**src/rtl/sw_pkg.sv**
```systemverilog
package sw_pkg;
    localparam int unsigned SW_AW = 12;
    localparam int unsigned SW_DW = 32;

    localparam logic [SW_AW-1:0] OFS_NLEN  = 12'h000;
    localparam logic [SW_AW-1:0] OFS_NPTR  = 12'h004;
    localparam logic [SW_AW-1:0] OFS_CAPS  = 12'h008;
    localparam logic [SW_AW-1:0] OFS_STATE = 12'h00C;
    localparam logic [SW_AW-1:0] OFS_ISTAT = 12'h010;
    localparam logic [SW_AW-1:0] OFS_IEN   = 12'h014;

    typedef enum logic [3:0] {
        OP_NONE,
        OP_RD_NLEN,
        OP_RD_CAPS,
        OP_RD_STATE,
        OP_RD_ISTAT,
        OP_WR_NPTR,
        OP_WR_STATE,
        OP_WR_IEN,
        OP_BAD
    } sw_op_e;

    typedef struct packed {
        logic [SW_DW-1:0] state;
        logic             pend;
        logic             en;
        logic             irq;
        logic             err;
        logic [SW_DW-1:0] rdata;
    } sw_regs_t;
endpackage

```
**src/rtl/sw_decode.sv**
```systemverilog
module sw_decode
    import sw_pkg::*;
#(
    parameter bit OUT_CAP = 1'b1
) (
    input  logic             sel,
    input  logic             we,
    input  logic [SW_AW-1:0] addr,
    output sw_op_e           op
);
    sw_op_e wr_state_op;

    generate
        if (OUT_CAP) begin : g_out
            assign wr_state_op = OP_WR_STATE;
        end else begin : g_in
            assign wr_state_op = OP_BAD;
        end
    endgenerate

    always_comb begin
        op = OP_NONE;
        if (sel) begin
            if (we) begin
                case (addr)
                    OFS_NPTR:  op = OP_WR_NPTR;
                    OFS_STATE: op = wr_state_op;
                    OFS_IEN:   op = OP_WR_IEN;
                    default:   op = OP_BAD;
                endcase
            end else begin
                case (addr)
                    OFS_NLEN:  op = OP_RD_NLEN;
                    OFS_CAPS:  op = OP_RD_CAPS;
                    OFS_STATE: op = OP_RD_STATE;
                    OFS_ISTAT: op = OP_RD_ISTAT;
                    default:   op = OP_BAD;
                endcase
            end
        end
    end
endmodule

```
**src/rtl/sw_rdmux.sv**
```systemverilog
module sw_rdmux
    import sw_pkg::*;
#(
    parameter bit              OUT_CAP  = 1'b1,
    parameter logic [SW_DW-1:0] NAME_LEN = 32'd8
) (
    input  sw_op_e           op,
    input  logic [SW_DW-1:0] state,
    input  logic             pend,
    input  logic             en,
    output logic [SW_DW-1:0] rd_val
);
    localparam logic [SW_DW-1:0] CAPS_WORD = {{(SW_DW-1){1'b0}}, OUT_CAP};

    always_comb begin
        case (op)
            OP_RD_NLEN:  rd_val = NAME_LEN;
            OP_RD_CAPS:  rd_val = CAPS_WORD;
            OP_RD_STATE: rd_val = state;
            OP_RD_ISTAT: rd_val = {{(SW_DW-1){1'b0}}, pend & en};
            default:     rd_val = '0;
        endcase
    end
endmodule

```
**src/rtl/sw_core.sv**
```systemverilog
module sw_core
    import sw_pkg::*;
(
    input  logic             clk,
    input  logic             rst_n,
    input  sw_op_e           op,
    input  logic             ien_bit,
    input  logic [SW_DW-1:0] out_accept,
    input  logic             hw_valid,
    input  logic [SW_DW-1:0] hw_data,
    input  logic [SW_DW-1:0] rd_val,
    output logic [SW_DW-1:0] state_o,
    output logic             pend_o,
    output logic             en_o,
    output logic             irq_o,
    output logic             err_o,
    output logic [SW_DW-1:0] rdata_o
);
    sw_regs_t r_q, r_d;

    always_comb begin
        r_d     = r_q;
        r_d.err = (op == OP_BAD);
        if (op != OP_NONE) begin
            r_d.rdata = rd_val;
        end
        case (op)
            OP_RD_ISTAT: begin
                if (r_q.pend && r_q.en) begin
                    r_d.pend = 1'b0;
                    r_d.irq  = 1'b0;
                end
            end
            OP_WR_IEN: begin
                if (r_q.pend && (r_q.en != ien_bit)) begin
                    r_d.irq = ien_bit;
                end
                r_d.en = ien_bit;
            end
            OP_WR_STATE: begin
                if (out_accept != r_q.state) begin
                    r_d.state = out_accept;
                    r_d.pend  = 1'b1;
                    if (r_d.en) begin
                        r_d.irq = 1'b1;
                    end
                end
            end
            default: ;
        endcase
        if (hw_valid) begin
            r_d.state = hw_data;
            r_d.pend  = 1'b1;
            if (r_d.en) begin
                r_d.irq = 1'b1;
            end
        end
    end

    always_ff @(posedge clk) begin
        if (!rst_n) begin
            r_q <= '0;
        end else begin
            r_q <= r_d;
        end
    end

    assign state_o = r_q.state;
    assign pend_o  = r_q.pend;
    assign en_o    = r_q.en;
    assign irq_o   = r_q.irq;
    assign err_o   = r_q.err;
    assign rdata_o = r_q.rdata;

    AST_HW_SETS_PEND: assert property (@(posedge clk) disable iff (!rst_n)
        hw_valid |=> r_q.pend);
    AST_HW_IRQ_FOLLOWS_EN: assert property (@(posedge clk) disable iff (!rst_n)
        hw_valid |=> (r_q.irq == r_q.en));
    AST_ACK_CLEARS: assert property (@(posedge clk) disable iff (!rst_n)
        (op == OP_RD_ISTAT && r_q.pend && r_q.en && !hw_valid) |=> (!r_q.pend && !r_q.irq));
    AST_NOACK_KEEPS: assert property (@(posedge clk) disable iff (!rst_n)
        (op == OP_RD_ISTAT && !(r_q.pend && r_q.en)) |=> $stable(r_q.pend));
    AST_IEN_DRIVES_IRQ: assert property (@(posedge clk) disable iff (!rst_n)
        (op == OP_WR_IEN && r_q.pend && !hw_valid) |=> (r_q.irq == r_q.en));
    AST_SAME_NO_CHANGE: assert property (@(posedge clk) disable iff (!rst_n)
        (op == OP_WR_STATE && out_accept == r_q.state && !r_q.pend && !hw_valid) |=> !r_q.pend);
    AST_ERR_NO_EFFECT: assert property (@(posedge clk) disable iff (!rst_n)
        (op == OP_BAD && !hw_valid) |=> ($stable(r_q.state) && $stable(r_q.pend) && $stable(r_q.en) && $stable(r_q.irq)));
    AST_ERR_ONE_CYCLE: assert property (@(posedge clk) disable iff (!rst_n)
        (r_q.err && op != OP_BAD) |=> !r_q.err);
    AST_UPDATE_WINS: assert property (@(posedge clk) disable iff (!rst_n)
        (op == OP_RD_ISTAT && hw_valid) |=> r_q.pend);
endmodule

```
**src/rtl/sw_status_periph.sv**
```systemverilog
module sw_status_periph
    import sw_pkg::*;
#(
    parameter bit               OUT_CAP  = 1'b1,
    parameter logic [SW_DW-1:0] NAME_LEN = 32'd8
) (
    input  logic             clk,
    input  logic             rst_n,
    input  logic             bus_sel,
    input  logic             bus_we,
    input  logic [SW_AW-1:0] bus_addr,
    input  logic [SW_DW-1:0] bus_wdata,
    output logic [SW_DW-1:0] bus_rdata,
    output logic             bus_err,
    input  logic             hw_upd_valid,
    input  logic [SW_DW-1:0] hw_upd_data,
    output logic             out_valid,
    output logic [SW_DW-1:0] out_data,
    input  logic [SW_DW-1:0] out_accept,
    output logic             irq
);
    sw_op_e           op;
    logic [SW_DW-1:0] rd_val;
    logic [SW_DW-1:0] state_w;
    logic             pend_w;
    logic             en_w;

    sw_decode #(.OUT_CAP(OUT_CAP)) u_dec (
        .sel  (bus_sel),
        .we   (bus_we),
        .addr (bus_addr),
        .op   (op)
    );

    sw_rdmux #(.OUT_CAP(OUT_CAP), .NAME_LEN(NAME_LEN)) u_mux (
        .op     (op),
        .state  (state_w),
        .pend   (pend_w),
        .en     (en_w),
        .rd_val (rd_val)
    );

    sw_core u_core (
        .clk        (clk),
        .rst_n      (rst_n),
        .op         (op),
        .ien_bit    (bus_wdata[0]),
        .out_accept (out_accept),
        .hw_valid   (hw_upd_valid),
        .hw_data    (hw_upd_data),
        .rd_val     (rd_val),
        .state_o    (state_w),
        .pend_o     (pend_w),
        .en_o       (en_w),
        .irq_o      (irq),
        .err_o      (bus_err),
        .rdata_o    (bus_rdata)
    );

    assign out_valid = (op == OP_WR_STATE);
    assign out_data  = bus_wdata;
endmodule

```
**config.mk**
```make
export PLATFORM = sky130hd
export DESIGN_NAME = sw_status_periph
export DESIGN_NICKNAME = d
export VERILOG_FILES = /design/src/rtl/sw_pkg.sv /design/src/rtl/sw_decode.sv /design/src/rtl/sw_rdmux.sv /design/src/rtl/sw_core.sv /design/src/rtl/sw_status_periph.sv
export SDC_FILE = /design/constraint.sdc
export NUM_CORES = 1
export LEC_CHECK = 0
export BUFFER_PORTS_ARGS = -buffer_cell sky130_fd_sc_hd__buf_2
export CORE_MARGIN = 3
export CORE_UTILIZATION = 49
export DETAILED_ROUTE_END_ITERATION = 7
export PLACE_DENSITY = 0.95
export SETUP_SLACK_MARGIN = 0.02
export SLEW_MARGIN = 10
export SYNTH_ARGS = -nofsm -noshare
export SYNTH_HDL_FRONTEND = slang
export SYNTH_SLANG_ARGS = --single-unit
```
**constraint.sdc**
```tcl
create_clock -name clk -period 4.3 [get_ports clk]
set_clock_uncertainty 0.2 [all_clocks]
set_input_delay 0.86 -clock clk [delete_from_list [all_inputs] [get_ports clk]]
set_output_delay 0.86 -clock clk [all_outputs]
set_load 0.1 [all_outputs]
```
; ---- After elaboration in Yosys (flattened, before gate mapping)
; Cells that the tools add are included.
[word_totals]
regBits = 68
in_bits = 113
output_inout_bits = 67
wordCells = 50
[classes]
eq_ne = 16
muxes = 18
bitwise = 1
reduce_logical = 9
[ops]
columns = op, count
row1 = 32-bit case mux with 4 select lines, 1
row2 = 33-bit 2-to-1 mux, 2
row3 = 32-bit 2-to-1 mux, 1
row4 = 32-bit inequality test, 1
row5 = "12-bit by 4-bit equality test with 1-bit output, second input constant", 2
row6 = "12-bit by 5-bit equality test with 1-bit output, second input constant", 2
row7 = 4-bit case mux with 4 select lines, 1
row8 = "12-bit by 3-bit equality test with 1-bit output, second input constant", 1
row9 = "4-bit by 3-bit equality test with 1-bit output, second input constant", 3
row10 = 12-bit zero test, 1
row11 = 4-bit case mux with 3 select lines, 1
row12 = "4-bit by 2-bit equality test with 1-bit output, second input constant", 2
row13 = 1-bit 2-to-1 mux, 8
row14 = 4-bit 2-to-1 mux, 2
row15 = "3-bit by 2-bit inequality test with 1-bit output, second input constant", 2
row16 = "4-bit by 1-bit equality test with 1-bit output, second input constant", 1
row17 = "4-bit equality test, second input constant", 1
row18 = 2-bit nonzero test, 2
row19 = 4-bit nonzero test, 1
row20 = 1-bit case mux with 3 select lines, 1
row21 = 3-bit AND reduction, 1
row22 = 3-bit nonzero test, 1
row23 = 1-bit logical AND, 2
row24 = 1-bit case mux with 2 select lines, 1
row25 = other kinds (3), 3

; ---- Depth between registers and ports, before layout
[logic_depth]
word_depth = 8
mapped_depth = 8
depth_no_buf = 6

; ---- Cells and area by module
; From an unflattened synthesis, not the netlist that was laid out.
[hier_totals]
hier_cells = 496
hier_area_um2 = 4320.4
[modules_own_cells]
columns = module, instances, cells_per_inst, area_each_um2, seq_area_each_um2
row1 = sw_core, 1, 402, 3607.2, 1361.3
row2 = sw_rdmux, 1, 41, 322.8, 0.0
row3 = sw_status_periph, 1, 33, 252.7, 0.0
row4 = sw_decode, 1, 20, 137.6, 0.0

; ---- Worst setup path before layout
; No wires, ideal clock.
[synth_timing]
path_type = input-to-output
startpoint = in bus_addr[5]
endpoint = out out_valid
arrival_time_ps = 4376
required_ps = 3240
path_slack_ps = -1136
cell_stages = 2
n_path_buf = 0
path_cell_list = or4b_2 > nor4_1
[synth_between]
elab_chain_cells = 5
elab_cells_between_ends = 11
cone_classes = eq/ne: 6 / mux: 4 / reduce/logical: 1
[synth_lines]
columns = element, line
row1 = start: declaration, sw_status_periph.sv:11  ; input logic [SW_AW-1:0] bus_addr,
row2 = 12-bit by 5-bit equality test with 1-bit output (tied with other cells), sw_decode.sv:32  ; case (addr)
row3 = 4-bit case mux with 4 select lines / 4-bit case mux with 3 select lines (equally long branches), "sw_decode.sv:32, sw_decode.sv:25"
row4 = 4-bit 2-to-1 mux (*), sw_decode.sv:24  ; if (we) begin
row5 = 4-bit 2-to-1 mux (*), sw_decode.sv:23  ; if (sel) begin
row6 = 4-bit by 3-bit equality test with 1-bit output (*), sw_status_periph.sv:60  ; assign out_valid = (op == OP_WR_STATE);
row7 = end: declaration, sw_status_periph.sv:17  ; output logic out_valid,
; Every way passes the cells marked *; elsewhere a longest branch is shown, timed or not.

; ---- Final worst setup path
; Same ends and word-level chain as after synthesis.

==> results.cfg <==
[setup_path]
cp_max_fo = 2
cp_common_cell = buf_2
cp_data_arrival_time_ps = 2260
crit_chain = buf_2 -> or4b_2 -> nor4_2 -> buf_2
cp-end-kind = output pin
slowest_stage = or4b_2
critical_path.max_stage_delay_ps = 690
critical_path_class = input port to output pin
cp-start-kind = input port
required_ps = 3240

[layout]
register_area_sq_um = 1360
syn_to_final_growth_pct = 17.3
multi_input_area_sq_um = 1790
drive_above_1_share_pct = 31.9
final_cell_mix = buf_2, dfxtp_1, o21ai_0
nets = 572
n_fill_cell = 625
final_common_cell = buf_2

[synth]
synthTopCellsByArea = dfxtp_1, mux2i_1, xnor2_1, buf_4, a22oi_1
ys_seq_area_share_pct = 38.8
synth-main-ff-cell = dfxtp_1
yosys_warnings = 0
synth-edff-count = 0
avgSynthCellArea_sq_um = 9.22
syn_inst = 381
async_reset_ff_share_pct = 0
synth_seq_cells = 68
yosys.cell_types.count = 38
syn_nets = 494
synthDominantCellAreaShare_pct = 38.8
netlist_area_sq_um = 3510
yosys.area.top_type = dfxtp_1

[pwr]
p_per_area_nw_per_um2 = 331
irDropWorstVdd_v = 0.000208
p_leak_nw = 1.55

[grt]
grt_pass1_wl_mm = 14.1
grt_usage_pct = 21.2
grt_max_degree = 70
grt.overflow.total = 0
grt_pass1_vias = 2953
antenna_found_initial = 1

[timing]
worst_pin_slew_ps = 981
hold_violations = 0
fin_crit_ps = 3320
whs_ps = 337
rsz0062_at_grt = no
fin_crit_sh_pct = 77.2
fmax_mhz = 301
setup_ws_ps = 982
drv_slew = 0
slew-limit-headroom_pct = 34.6
final-setup-viol-count = 0
setup_tns_ps = 0

[routing]
drtIter0Drc = 120
drt_wl_total_mm = 8.90
drt_first_pass_iters = 4
vias = 3033
via_per_inst = 5.41
routedWlPerCell_um = 15.9
ant_nets = 0
route.detailed.drc = 0

[clock_network]
cts_buffers = 9
cts_setup_buffers = 0
clock_path_buffers = 2
clkSlewWorstSetupHoldPaths_ps = 70
cts_tree = yes
postCtsResizedCells = 0
cts_num_sinks = 68
cts-root-buf = clkbuf_8
hold_buffers = 0
insertion_delay_ps = 330
h-tree-depth = 3

[place]
dp_hpwl_mm = 6.36
portBuffers = 117
dp_slack_ps = 698
place.gp.congestion = 0.833

[floorplan]
rows = 30
die-area_sq_um = 8220
die_x_um = 90.7
coreArea_sq_um = 6870
start_util_pct = 51.1
io-pin-count = 180
dieHeight_um = 90.7

[outcome]
status = finished clean

[min_path]
min_path_type = flip-flop to flip-flop

[run]
cap_violations = 0
## path summary, 6_finish.rpt
kind	depth (start not counted)	slack, ps	to	from
max	4	980	out_valid	bus_addr[5]
min	2	340	u_core.rdata_o[25]$_SDFFE_PN0P_	u_core.rdata_o[25]$_SDFFE_PN0P_
max reg2reg	7	1660	u_core.state_o[2]$_SDFFE_PN0P_	u_core.state_o[27]$_SDFFE_PN0P_
min reg2reg	2	340	u_core.rdata_o[25]$_SDFFE_PN0P_	u_core.rdata_o[25]$_SDFFE_PN0P_
## stage by stage
| step | cell area (sq um) | utilization [%] | instances | power, mW |
|---|---|---|---|---|
| after floorplan | 3520 | - | 381 | 0.919 |
| after global placement | 3920 | 57.0 | 544 | 0.847 |
| after detailed placement | 3920 | 57.0 | 544 | 0.853 |
| after CTS | 4120 | 60.0 | 560 | 1.38 |
| after global routing | 4120 | 60.0 | 561 | 1.44 |
| final | 4120 | 60.0 | 561 | 1.36 |
## synthesized netlist by cell type (all sizes together) (3+ instances only)
cell type	count
nor3	3
o21ai	36
nor4	6
a22oi	30
mux2i	33
buf	38
nand3	4
nand4	8
xnor2	33
a21oi	35
nand2b	4
dfxtp	68
clkbuf	18
nand2	7
nor2b	33
## state kept, by name (all words and copies together) (netlist names)
signal          cells
u_core.pend_o       1
u_core.rdata_o     32
u_core.irq_o        1
u_core.err_o        1
u_core.en_o         1
u_core.state_o     32
## metal layers
layer	up-vias	track usage, %	part of all wire [%]
met5	-	0	0
met4	0	8.04	2.1
met3	22	5.92	7.2
met2	108	34.7	48
met1	1406	26.7	43
li1	1497	-	-
## logic make-up (layout without fill, tap and decap cells)
kind of cell | after synthesis | in the layout | synth area share, %
flops | 68 | 68 | 38.8
other cells | 0 | 1 | 0
simple gates | 77 | 77 | 13.8
compound gates | 111 | 111 | 19.3
buf+inv | 59 | 142 | 10.5
mux | 33 | 33 | 9.41
xor+xnor | 33 | 33 | 8.23
## critical path, delay by kind of cell
kind / cells / cell delay [ps]
and+or+nand+nor: 2 / 830
buffers and inverters: 2 / 560
## cell type report
type | instances | area share (%)
clock inverter | 6 | 1.55
clock buffer | 10 | 3.34
tap | 96 | 2.91
inverter | 3 | 0.273
sequential | 68 | 33.0
timing repair buffer | 123 | 15.3
antenna | 1 | 0.0607
multi-input combinational | 254 | 43.5
## power breakdown
group / internal [mW] / leakage, nW / switching, mW / total (mW)
clock: 0.283 / 0.0983 / 0.243 / 0.525
sequential: 0.652 / 0.557 / 0.0210 / 0.673
combinational: 0.0786 / 0.899 / 0.0879 / 0.167
total: 1.01 / 1.55 / 0.352 / 1.36
Note: power is estimated with default switching activity, not from simulation.
